**config.mk**
```make
export PLATFORM = sky130hd
export DESIGN_NAME = sec_corr
export DESIGN_NICKNAME = d
export VERILOG_FILES = /design/src/rtl/sec_corr_pkg.sv /design/src/rtl/sec_corr_loc_dec.sv /design/src/rtl/sec_corr_pick.sv /design/src/rtl/sec_corr_rmw.sv /design/src/rtl/sec_corr.sv
export SDC_FILE = /design/constraint.sdc
export NUM_CORES = 1
export LEC_CHECK = 0
export BUFFER_PORTS_ARGS = -buffer_cell sky130_fd_sc_hd__buf_2
export CAP_MARGIN = 20
export CELL_PAD_IN_SITES_DETAIL_PLACEMENT = 1
export CELL_PAD_IN_SITES_GLOBAL_PLACEMENT = 2
export CORE_MARGIN = 1.5
export CORE_UTILIZATION = 30
export CTS_CLUSTER_SIZE = 14
export DETAILED_ROUTE_END_ITERATION = 12
export GPL_ROUTABILITY_DRIVEN = 0
export PLACE_DENSITY = 0.72
export REMOVE_ABC_BUFFERS = 1
export SYNTH_ARGS = -nofsm -noshare
export SYNTH_HDL_FRONTEND = slang
export SYNTH_SLANG_ARGS = --single-unit
```
**constraint.sdc**
```tcl
create_clock -name clk_i -period 5.31 [get_ports clk_i]
set_clock_uncertainty 0.15 [all_clocks]
set_input_delay 0.531 -clock clk_i [delete_from_list [all_inputs] [get_ports clk_i]]
set_output_delay 0.531 -clock clk_i [all_outputs]
set_load 0.01 [all_outputs]
```
**src/rtl/sec_corr_pkg.sv**
```systemverilog
package sec_corr_pkg;
  typedef enum logic [2:0] {
    S_IDLE, S_CHK_RD, S_CHK_CMP, S_SCAN, S_HDR, S_LOC, S_FLIP, S_FIN
  } state_t;

  function automatic int ecc_bytes(int sect_bytes, int t_cap);
    return ((12 + sect_bytes / 512) * t_cap + 7) / 8;
  endfunction
endpackage

```
**src/rtl/sec_corr_loc_dec.sv**
```systemverilog
module sec_corr_loc_dec #(
  parameter int SECT_BYTES = 512,
  parameter int ECC_BPS    = 13,
  parameter int LOC_W      = 14,
  parameter int SW         = 3,
  parameter int DAT_AW     = 11,
  parameter int ECC_AW     = 6
) (
  input  logic [LOC_W-1:0]  loc_i,
  input  logic [SW-1:0]     sect_i,
  output logic              bad_o,
  output logic              in_data_o,
  output logic [DAT_AW-1:0] dat_addr_o,
  output logic [ECC_AW-1:0] ecc_addr_o,
  output logic [2:0]        bit_o
);
  localparam int BW   = LOC_W - 3;
  localparam int SPAN = SECT_BYTES + ECC_BPS;

  logic [LOC_W-1:0] pos;
  logic [BW-1:0]    byte_w;
  logic [BW-1:0]    off_w;

  assign pos    = loc_i - 1'b1;
  assign byte_w = pos[LOC_W-1:3];
  assign off_w  = byte_w - BW'(SECT_BYTES);
  assign bit_o  = pos[2:0];

  assign bad_o      = (loc_i == '0) || (byte_w >= BW'(SPAN));
  assign in_data_o  = byte_w < BW'(SECT_BYTES);
  assign dat_addr_o = DAT_AW'(sect_i) * DAT_AW'(SECT_BYTES) + DAT_AW'(byte_w);
  assign ecc_addr_o = ECC_AW'(sect_i) * ECC_AW'(ECC_BPS) + ECC_AW'(off_w);
endmodule

```
**src/rtl/sec_corr_pick.sv**
```systemverilog
module sec_corr_pick #(
  parameter int N_SECT = 4,
  parameter int SW     = 3
) (
  input  logic [N_SECT-1:0] stat_i,
  input  logic [SW-1:0]     from_i,
  output logic              found_o,
  output logic [SW-1:0]     idx_o
);
  logic [N_SECT-1:0] elig;

  for (genvar gi = 0; gi < N_SECT; gi++) begin : g_elig
    assign elig[gi] = stat_i[gi] && (SW'(gi) >= from_i);
  end

  // lowest eligible sector wins
  always_comb begin
    found_o = 1'b0;
    idx_o   = '0;
    for (int i = N_SECT - 1; i >= 0; i--) begin
      if (elig[i]) begin
        found_o = 1'b1;
        idx_o   = SW'(i);
      end
    end
  end
endmodule

```
**src/rtl/sec_corr_rmw.sv**
```systemverilog
module sec_corr_rmw #(
  parameter int AW = 11
) (
  input  logic          clk_i,
  input  logic          rst_ni,
  input  logic          go_i,
  input  logic [AW-1:0] addr_i,
  input  logic [2:0]    bit_i,
  input  logic [7:0]    rdata_i,
  output logic [AW-1:0] addr_o,
  output logic          rd_o,
  output logic          wr_o,
  output logic [7:0]    wdata_o,
  output logic          done_o
);
  logic wr_q;

  always_ff @(posedge clk_i or negedge rst_ni) begin
    if (!rst_ni) wr_q <= 1'b0;
    else         wr_q <= go_i;
  end

  assign addr_o  = addr_i;
  assign rd_o    = go_i;
  assign wr_o    = wr_q;
  assign done_o  = wr_q;
  assign wdata_o = rdata_i ^ (8'd1 << bit_i);
endmodule

```
**src/rtl/sec_corr.sv**
```systemverilog
module sec_corr
  import sec_corr_pkg::*;
#(
  parameter int SECT_BYTES = 512,
  parameter int N_SECT     = 4,
  parameter int T_CAP      = 8,
  parameter int FAIL_W     = 8,
  localparam int ECC_BPS   = ecc_bytes(SECT_BYTES, T_CAP),
  localparam int PAGE_ECC  = N_SECT * ECC_BPS,
  localparam int DAT_AW    = $clog2(N_SECT * SECT_BYTES),
  localparam int ECC_AW    = $clog2(PAGE_ECC),
  localparam int LOC_W     = $clog2((SECT_BYTES + ECC_BPS) * 8 + 1) + 1,
  localparam int CNT_W     = $clog2(T_CAP + 1),
  localparam int CORR_W    = $clog2(N_SECT * T_CAP + 1)
) (
  input  logic              clk_i,
  input  logic              rst_ni,
  input  logic              start_i,
  input  logic [N_SECT-1:0] sect_stat_i,
  input  logic              loc_valid_i,
  output logic              loc_ready_o,
  input  logic [LOC_W-1:0]  loc_data_i,
  input  logic [CNT_W-1:0]  loc_deg_i,
  output logic [DAT_AW-1:0] dat_addr_o,
  output logic              dat_rd_o,
  input  logic [7:0]        dat_rdata_i,
  output logic              dat_wr_o,
  output logic [7:0]        dat_wdata_o,
  output logic [ECC_AW-1:0] ecc_addr_o,
  output logic              ecc_rd_o,
  input  logic [7:0]        ecc_rdata_i,
  output logic              ecc_wr_o,
  output logic [7:0]        ecc_wdata_o,
  output logic              busy_o,
  output logic              done_o,
  output logic              erased_o,
  output logic              uncorr_o,
  output logic              fatal_o,
  output logic [CORR_W-1:0] corr_cnt_o,
  output logic [FAIL_W-1:0] fail_cnt_o
);
  localparam int SW = $clog2(N_SECT + 1);

  state_t              state_q;
  logic [N_SECT-1:0]   stat_q;
  logic [SW-1:0]       nxt_q, cur_q;
  logic [ECC_AW-1:0]   chk_q;
  logic [CNT_W-1:0]    cnt_q;
  logic                to_ecc_q, go_q;
  logic [DAT_AW-1:0]   dat_addr_q;
  logic [ECC_AW-1:0]   ecc_addr_q;
  logic [2:0]          bit_q;
  logic                erased_q, uncorr_q, fatal_q;
  logic [CORR_W-1:0]   corr_q;
  logic [FAIL_W-1:0]   fail_q;

  logic                dec_bad, dec_in_data;
  logic [DAT_AW-1:0]   dec_dat_addr;
  logic [ECC_AW-1:0]   dec_ecc_addr;
  logic [2:0]          dec_bit;
  logic                pick_found;
  logic [SW-1:0]       pick_idx;
  logic                dat_done, ecc_done, flip_done;
  logic                rmw_ecc_rd;
  logic [ECC_AW-1:0]   rmw_ecc_addr;
  logic                beat;

  sec_corr_loc_dec #(
    .SECT_BYTES(SECT_BYTES), .ECC_BPS(ECC_BPS), .LOC_W(LOC_W),
    .SW(SW), .DAT_AW(DAT_AW), .ECC_AW(ECC_AW)
  ) u_dec (
    .loc_i(loc_data_i), .sect_i(cur_q), .bad_o(dec_bad),
    .in_data_o(dec_in_data), .dat_addr_o(dec_dat_addr),
    .ecc_addr_o(dec_ecc_addr), .bit_o(dec_bit)
  );

  sec_corr_pick #(.N_SECT(N_SECT), .SW(SW)) u_pick (
    .stat_i(stat_q), .from_i(nxt_q), .found_o(pick_found), .idx_o(pick_idx)
  );

  sec_corr_rmw #(.AW(DAT_AW)) u_rmw_dat (
    .clk_i(clk_i), .rst_ni(rst_ni), .go_i(go_q && !to_ecc_q),
    .addr_i(dat_addr_q), .bit_i(bit_q), .rdata_i(dat_rdata_i),
    .addr_o(dat_addr_o), .rd_o(dat_rd_o), .wr_o(dat_wr_o),
    .wdata_o(dat_wdata_o), .done_o(dat_done)
  );

  sec_corr_rmw #(.AW(ECC_AW)) u_rmw_ecc (
    .clk_i(clk_i), .rst_ni(rst_ni), .go_i(go_q && to_ecc_q),
    .addr_i(ecc_addr_q), .bit_i(bit_q), .rdata_i(ecc_rdata_i),
    .addr_o(rmw_ecc_addr), .rd_o(rmw_ecc_rd), .wr_o(ecc_wr_o),
    .wdata_o(ecc_wdata_o), .done_o(ecc_done)
  );

  assign flip_done   = dat_done || ecc_done;
  assign loc_ready_o = (state_q == S_HDR) || (state_q == S_LOC);
  assign beat        = loc_ready_o && loc_valid_i;
  assign ecc_rd_o    = (state_q == S_CHK_RD) || rmw_ecc_rd;
  assign ecc_addr_o  = (state_q == S_CHK_RD) ? chk_q : rmw_ecc_addr;
  assign busy_o      = state_q != S_IDLE;
  assign done_o      = state_q == S_FIN;
  assign erased_o    = erased_q;
  assign uncorr_o    = uncorr_q;
  assign fatal_o     = fatal_q;
  assign corr_cnt_o  = corr_q;
  assign fail_cnt_o  = fail_q;

  always_ff @(posedge clk_i or negedge rst_ni) begin
    if (!rst_ni) begin
      state_q    <= S_IDLE;
      stat_q     <= '0;
      nxt_q      <= '0;
      cur_q      <= '0;
      chk_q      <= '0;
      cnt_q      <= '0;
      to_ecc_q   <= 1'b0;
      go_q       <= 1'b0;
      dat_addr_q <= '0;
      ecc_addr_q <= '0;
      bit_q      <= '0;
      erased_q   <= 1'b0;
      uncorr_q   <= 1'b0;
      fatal_q    <= 1'b0;
      corr_q     <= '0;
      fail_q     <= '0;
    end else begin
      go_q <= 1'b0;
      unique case (state_q)
        S_IDLE: if (start_i) begin
          stat_q   <= sect_stat_i;
          nxt_q    <= '0;
          chk_q    <= '0;
          erased_q <= 1'b0;
          uncorr_q <= 1'b0;
          fatal_q  <= 1'b0;
          corr_q   <= '0;
          state_q  <= S_CHK_RD;
        end
        S_CHK_RD: state_q <= S_CHK_CMP;
        S_CHK_CMP: begin
          if (ecc_rdata_i != 8'hFF) begin
            state_q <= S_SCAN;
          end else if (chk_q == ECC_AW'(PAGE_ECC - 1)) begin
            erased_q <= 1'b1;
            state_q  <= S_FIN;
          end else begin
            chk_q   <= chk_q + 1'b1;
            state_q <= S_CHK_RD;
          end
        end
        S_SCAN: begin
          if (pick_found) begin
            cur_q   <= pick_idx;
            nxt_q   <= pick_idx + 1'b1;
            state_q <= S_HDR;
          end else begin
            state_q <= S_FIN;
          end
        end
        S_HDR: if (beat) begin
          if (loc_data_i != LOC_W'(loc_deg_i)) begin
            uncorr_q <= 1'b1;
            fail_q   <= fail_q + 1'b1;
            state_q  <= S_FIN;
          end else begin
            corr_q  <= corr_q + CORR_W'(loc_deg_i);
            cnt_q   <= loc_deg_i;
            state_q <= (loc_deg_i == '0) ? S_SCAN : S_LOC;
          end
        end
        S_LOC: if (beat) begin
          if (dec_bad) begin
            fatal_q <= 1'b1;
            state_q <= S_FIN;
          end else begin
            to_ecc_q   <= !dec_in_data;
            dat_addr_q <= dec_dat_addr;
            ecc_addr_q <= dec_ecc_addr;
            bit_q      <= dec_bit;
            go_q       <= 1'b1;
            state_q    <= S_FLIP;
          end
        end
        S_FLIP: if (flip_done) begin
          cnt_q   <= cnt_q - 1'b1;
          state_q <= (cnt_q == CNT_W'(1)) ? S_SCAN : S_LOC;
        end
        S_FIN:   state_q <= S_IDLE;
        default: state_q <= S_IDLE;
      endcase
    end
  end
endmodule

```
# Word-level counts from Yosys, hierarchy flattened
# Index checks and enable logic that the tools add are counted.
[classes]
shift = 1
bitwise = 3
reduce_logical = 34
mul = 1
mux = 48
n_lt_le_gt_ge = 6
n_eq_ne = 22
add_sub_neg = 9
[op_table]
columns = ["op", "count"]
rows = [
  ["$mux 6", 6],
  ["$mux 3", 11],
  ["$reduce_and 4->1", 7],
  ["$pmux 3 s8", 1],
  ["$pmux 6 s2", 2],
  ["$ne 2x2->1 const B", 10],
  ["$xor 8x8->8", 2],
  ["$mux 1", 15],
  ["$logic_not 14->1", 1],
  ["$ne 14x4->1", 1],
  ["$sub 14x1->14 const B", 1],
  ["$eq 3x3->1 const B", 4],
  ["$mux 4", 3],
  ["$add 11x11->11", 1],
  ["$ge 11x10->1 const B", 1],
  ["$lt 11x10->1 const B", 1],
  ["$mux 2", 5],
  ["$reduce_bool 2->1", 5],
  ["$reduce_and 3->1", 3],
  ["$add 8x1->8 const B", 1],
  ["$ne 8x8->1 const B", 1],
  ["$pmux 4 s2", 1],
  ["$shl 1x3->8 const A", 1],
  ["$logic_and 1x1->1", 7],
  ["23 further kinds", 33],
]
[totals]
elab_cells = 142
inputBits = 42
output_inout_bits = 57
regBits = 64

# Logic depth before layout (Yosys ltp)
[logic_depth]
depth_word = 9
mapped_depth = 13
depth_no_buf = 12

# Hierarchy
# A second synthesis with hierarchy kept.
[hier_totals]
hier_cells = 458
area_unflattened_um2 = 4498.1
[modules_own_cells]
columns = ["module", "cells_per_inst", "instances", "seq_area_each_um2", "area_each_um2"]
rows = [
  ["sec_corr", 301, 1, 1551.5, 3251.9],
  ["sec_corr_loc_dec", 89, 1, 0.0, 709.4],
  ["sec_corr_rmw (u_rmw_dat)", 30, 1, 25.0, 247.7],
  ["sec_corr_rmw (u_rmw_ecc)", 25, 1, 25.0, 210.2],
  ["sec_corr_pick", 13, 1, 0.0, 78.8],
]

# Worst setup path after synthesis
# OpenSTA, ideal clock, no wires.
[synth_timing]
path_type = "input to register"
from = "input port loc_data_i[0]"
to = "register ecc_addr_q[5]"
t_arrival_ps = 3205
setup_slack_ps = 1830
t_required_ps = 5035
stages = 13
setup_ps = 125
path_buffers = 1
cell_sequence = "inv_1 > ha_1 > or3b_1 > clkbuf_1 > xnor2_1 > ha_1 > ha_1 > fa_1 > a21o_1 > a21oi_1 > xor2_1 > xnor2_1 > mux2_4"
[synth_via]
elab_chain_cells = 5
word_cells_on_any_way = 8
cone_classes = "add/sub: 3; order compare: 1; bitwise: 1; reduce/logical: 3"
[synth_lines]
columns = ["element", "line_no", "rtl"]
rows = [
  ["start, declared", "sec_corr.sv:22", "input logic [LOC_W-1:0] loc_data_i,"],
  ["parallel branches: the longest is 5 deep, another holds $sub 14x1->14", "-", ""],
  ["end signal, assigned", "sec_corr.sv:178", "ecc_addr_q <= dec_ecc_addr;"],
  ["end, declared", "sec_corr.sv:51", "logic [ECC_AW-1:0] ecc_addr_q;"],
]
# Parallel ways; which one is timed is not known.
# A chain may end at the register's enable or synchronous reset.

# Worst setup path after layout
# Ends and elaborated chain as after synthesis.

==> qor.yml <==
min_path:
  hold_path_class: "in2async"
synthesis:
  synthTopCellsByArea: "dfrtp_1, ha_1, mux2_4, xor2_1, xnor2_1"
  synth_cell_types: 60
  synthCells: 427
  synth_top_area_cell: "dfrtp_1"
  ys_warn_count: 0
  synth_enable_flop_cells: 0
  synth_seq_area_share_pct: 38.0
  ys_seq_elements: 63
  async_flop_share_pct: 100
  synth_top_area_share_pct: 38.0
  synth_area_per_cell_sq_um: 9.72
  synth_area_sq_um: 4150
  yosys_most_used_dff: "dfrtp_1"
sta:
  worst_slew_pin_slew_ps: 1010
  hold_viol: 0
  min_period_ps: 3510
  rsz0062_at_grt: "false"
  period_share_pct: 66.1
  finalSetupViolCount: 0
  slew_violations: 0
  setup_tns_ps: 0
  slew_headroom_pct: 32.2
  timing.fmax_mhz: 285
clocking:
  cts-root-buf: "clkbuf_16"
  clkLatencyLatePin_ps: 340
  cts.sinks: 63
  cts_hold_buffers: 0
  post_cts_buffers: 0
  h-tree-depth: 3
  cts_resized: 0
  cts_tree: "built"
  cts_buffers: 9
  clkSlewWorstSetupHoldPaths_ps: 50
  clockBufferDepth: 2
global_routing:
  grt_start_max_net_pins: 64
  track_usage_pct: 17.0
  antenna_found_initial: 0
  grt_pass1_vias: 3650
  grt_pass1_wl_microns: 19000
  grt.overflow.total: 0
floorplanning:
  coreArea_sq_um: 13300
  die_w_microns: 121
  dieArea_sq_um: 14500
  initial_core_util_pct: 31.1
  row_count: 42
  io_pins: 99
  die_h_microns: 121
routing:
  drt_iter0_drc: 129
  wl_per_cell_microns: 16.6
  ant_nets: 0
  viasPerCell: 4.99
  num_vias: 3516
  dr.pass1.iters: 4
  drc: 0
  wl_microns: 11700
outcome:
  outcome: "complete, no violations"
setup_path:
  cp.required_ps: 5390
  cp-end-kind: "flop"
  crit_path_max_fanout: 6
  crit_path_start_kind: "primary input"
  rr_startpoint: "state_q[2]"
  crit_start: "loc_data_i[0]"
  path_class: "in2reg"
  crit_arrival_ps: 3590
pwr:
  share_comb_of_total_power_pct: 44.5
  pwr-share-clk_pct: 22.3
  cellInternalPower_w: 0.00160
  p_total_w: 0.00265
  p_leak_nw: 2.54
  power_switching_w: 0.00105
  peakVddDrop_mv: 0.200
  swShare_pct: 39.5
  power.density_nw_per_um2: 520
  seqPwrFrac_pct: 33.2
layout:
  area_growth_pct: 22.7
  num_antenna_cells: 0
  final_cell_mix: "buf_2, dfrtp_1, nand2_1, nor2_1, xor2_1"
  layout_commonest_cell: "buf_2"
  drive_gt1_share_pct: 28.6
  nets: 590
job:
  maxCapViolCount: 0
place:
  io_buffers: 98
  dp_hpwl_microns: 8900
## power groups by stage
stage	clock, W	combinational [W]	sequential (W)
CTS	0.000609	0.00120	0.000880
detailed placement	0	0.00119	0.000885
global route	0.000637	0.00131	0.000916
global placement	0	0.00116	0.000880
finish	0.000591	0.00118	0.000878
floorplan	0	0.000770	0.000860
## layout make-up
type / count / area, sq um
fill: 1572 / 8260
multi-input combinational: 331 / 2430
sequential: 63 / 1580
timing repair buffer: 100 / 505
clock buffer: 12 / 246
tap: 176 / 220
inverter: 18 / 67.6
clock inverter: 4 / 45.0
## metrics by stage
stage | cells | util (%) | setup WS [ps] | cell area [sq um] | hold WS [ps]
final | 704 | 38.1 | 1800 | 5090 | 238
after CTS | 704 | 38.1 | 1780 | 5090 | 232
after floorplan | 412 | - | 1870 | 4070 | 85.4
after global placement | 688 | 36.0 | 1550 | 4800 | 309
after detailed placement | 688 | 36.0 | 1410 | 4800 | 316
after global routing | 704 | 38.1 | 1670 | 5090 | 240
## worst max-delay path: stages
cell and delay [ps]:
buf_2 140, inv_1 100, ha_1 260, or3b_1 470, xnor2_1 250, ha_1 280, ha_1 230, fa_1 410
a21o_1 200, a21oi_1 170, xor2_1 200, xnor2_1 80, mux2_4 270
## synthesized netlist by cell type, drive strengths merged (2+ instances only)
cell type,n
o31ai,3
fa,2
a31o,2
o21ai,20
nor2,33
buf,4
ha,23
inv,18
nand2b,4
and3,4
or3,6
or4,2
nor3,10
nand4,7
xnor2,24
nor4,3
or2,6
a22oi,3
nand2,37
xor2,27
and2,4
nand3,14
o21a,2
nand3b,4
dfrtp,63
mux2i,2
nand4b,2
a31oi,4
and4,3
mux2,25
a21oi,19
clkbuf,11
nor2b,4
a21o,5
nor3b,7
## kinds of logic after synthesis
group | Yosys count | synth area share (%)
AOI/OAI and AO/OA | 73 | 11.2
xor gates and xnor gates | 51 | 10.8
adders and majority gates | 25 | 7.90
buffers and inverters | 33 | 3.44
DFF | 63 | 38.0
muxes | 27 | 8.81
and+or+nand+nor | 155 | 19.9
## sequential cells by signal (all words and copies together), names as in the netlist
name              flops
nxt_q                 3
uncorr_o              1
to_ecc_q              1
bit_q                 3
corr_cnt_o            6
chk_q                 6
ecc_addr_q            6
dat_addr_q           11
erased_o              1
stat_q                4
cur_q                 2
u_rmw_ecc.done_o      1
go_q                  1
fatal_o               1
state_q               3
fail_cnt_o            8
cnt_q                 4
u_rmw_dat.done_o      1
## routing by layer
| layer | vias up | share of wire, % | GRT usage (%) |
|---|---|---|---|
| met3 | 16 | 4.5 | 5.57 |
| met2 | 73 | 47 | 26.8 |
| li1 | 1698 | - | - |
| met4 | 0 | 1.9 | 5.44 |
| met5 | - | 0 | 0 |
| met1 | 1729 | 46 | 21.9 |
## path summary, 6_finish.rpt
check                                 to  slack, ps  cells past startpoint
min in group clk_i             stat_q[3]        240                      3
hold reg to reg            fail_cnt_o[7]        320                      1
max in group asynchronous  corr_cnt_o[4]       4220                      2
setup reg to reg           fail_cnt_o[5]       2280                      6
setup / recovery           ecc_addr_q[5]       1800                     13
hold / removal                  chk_q[2]        240                      2
Power figures use the tool's default switching activity.
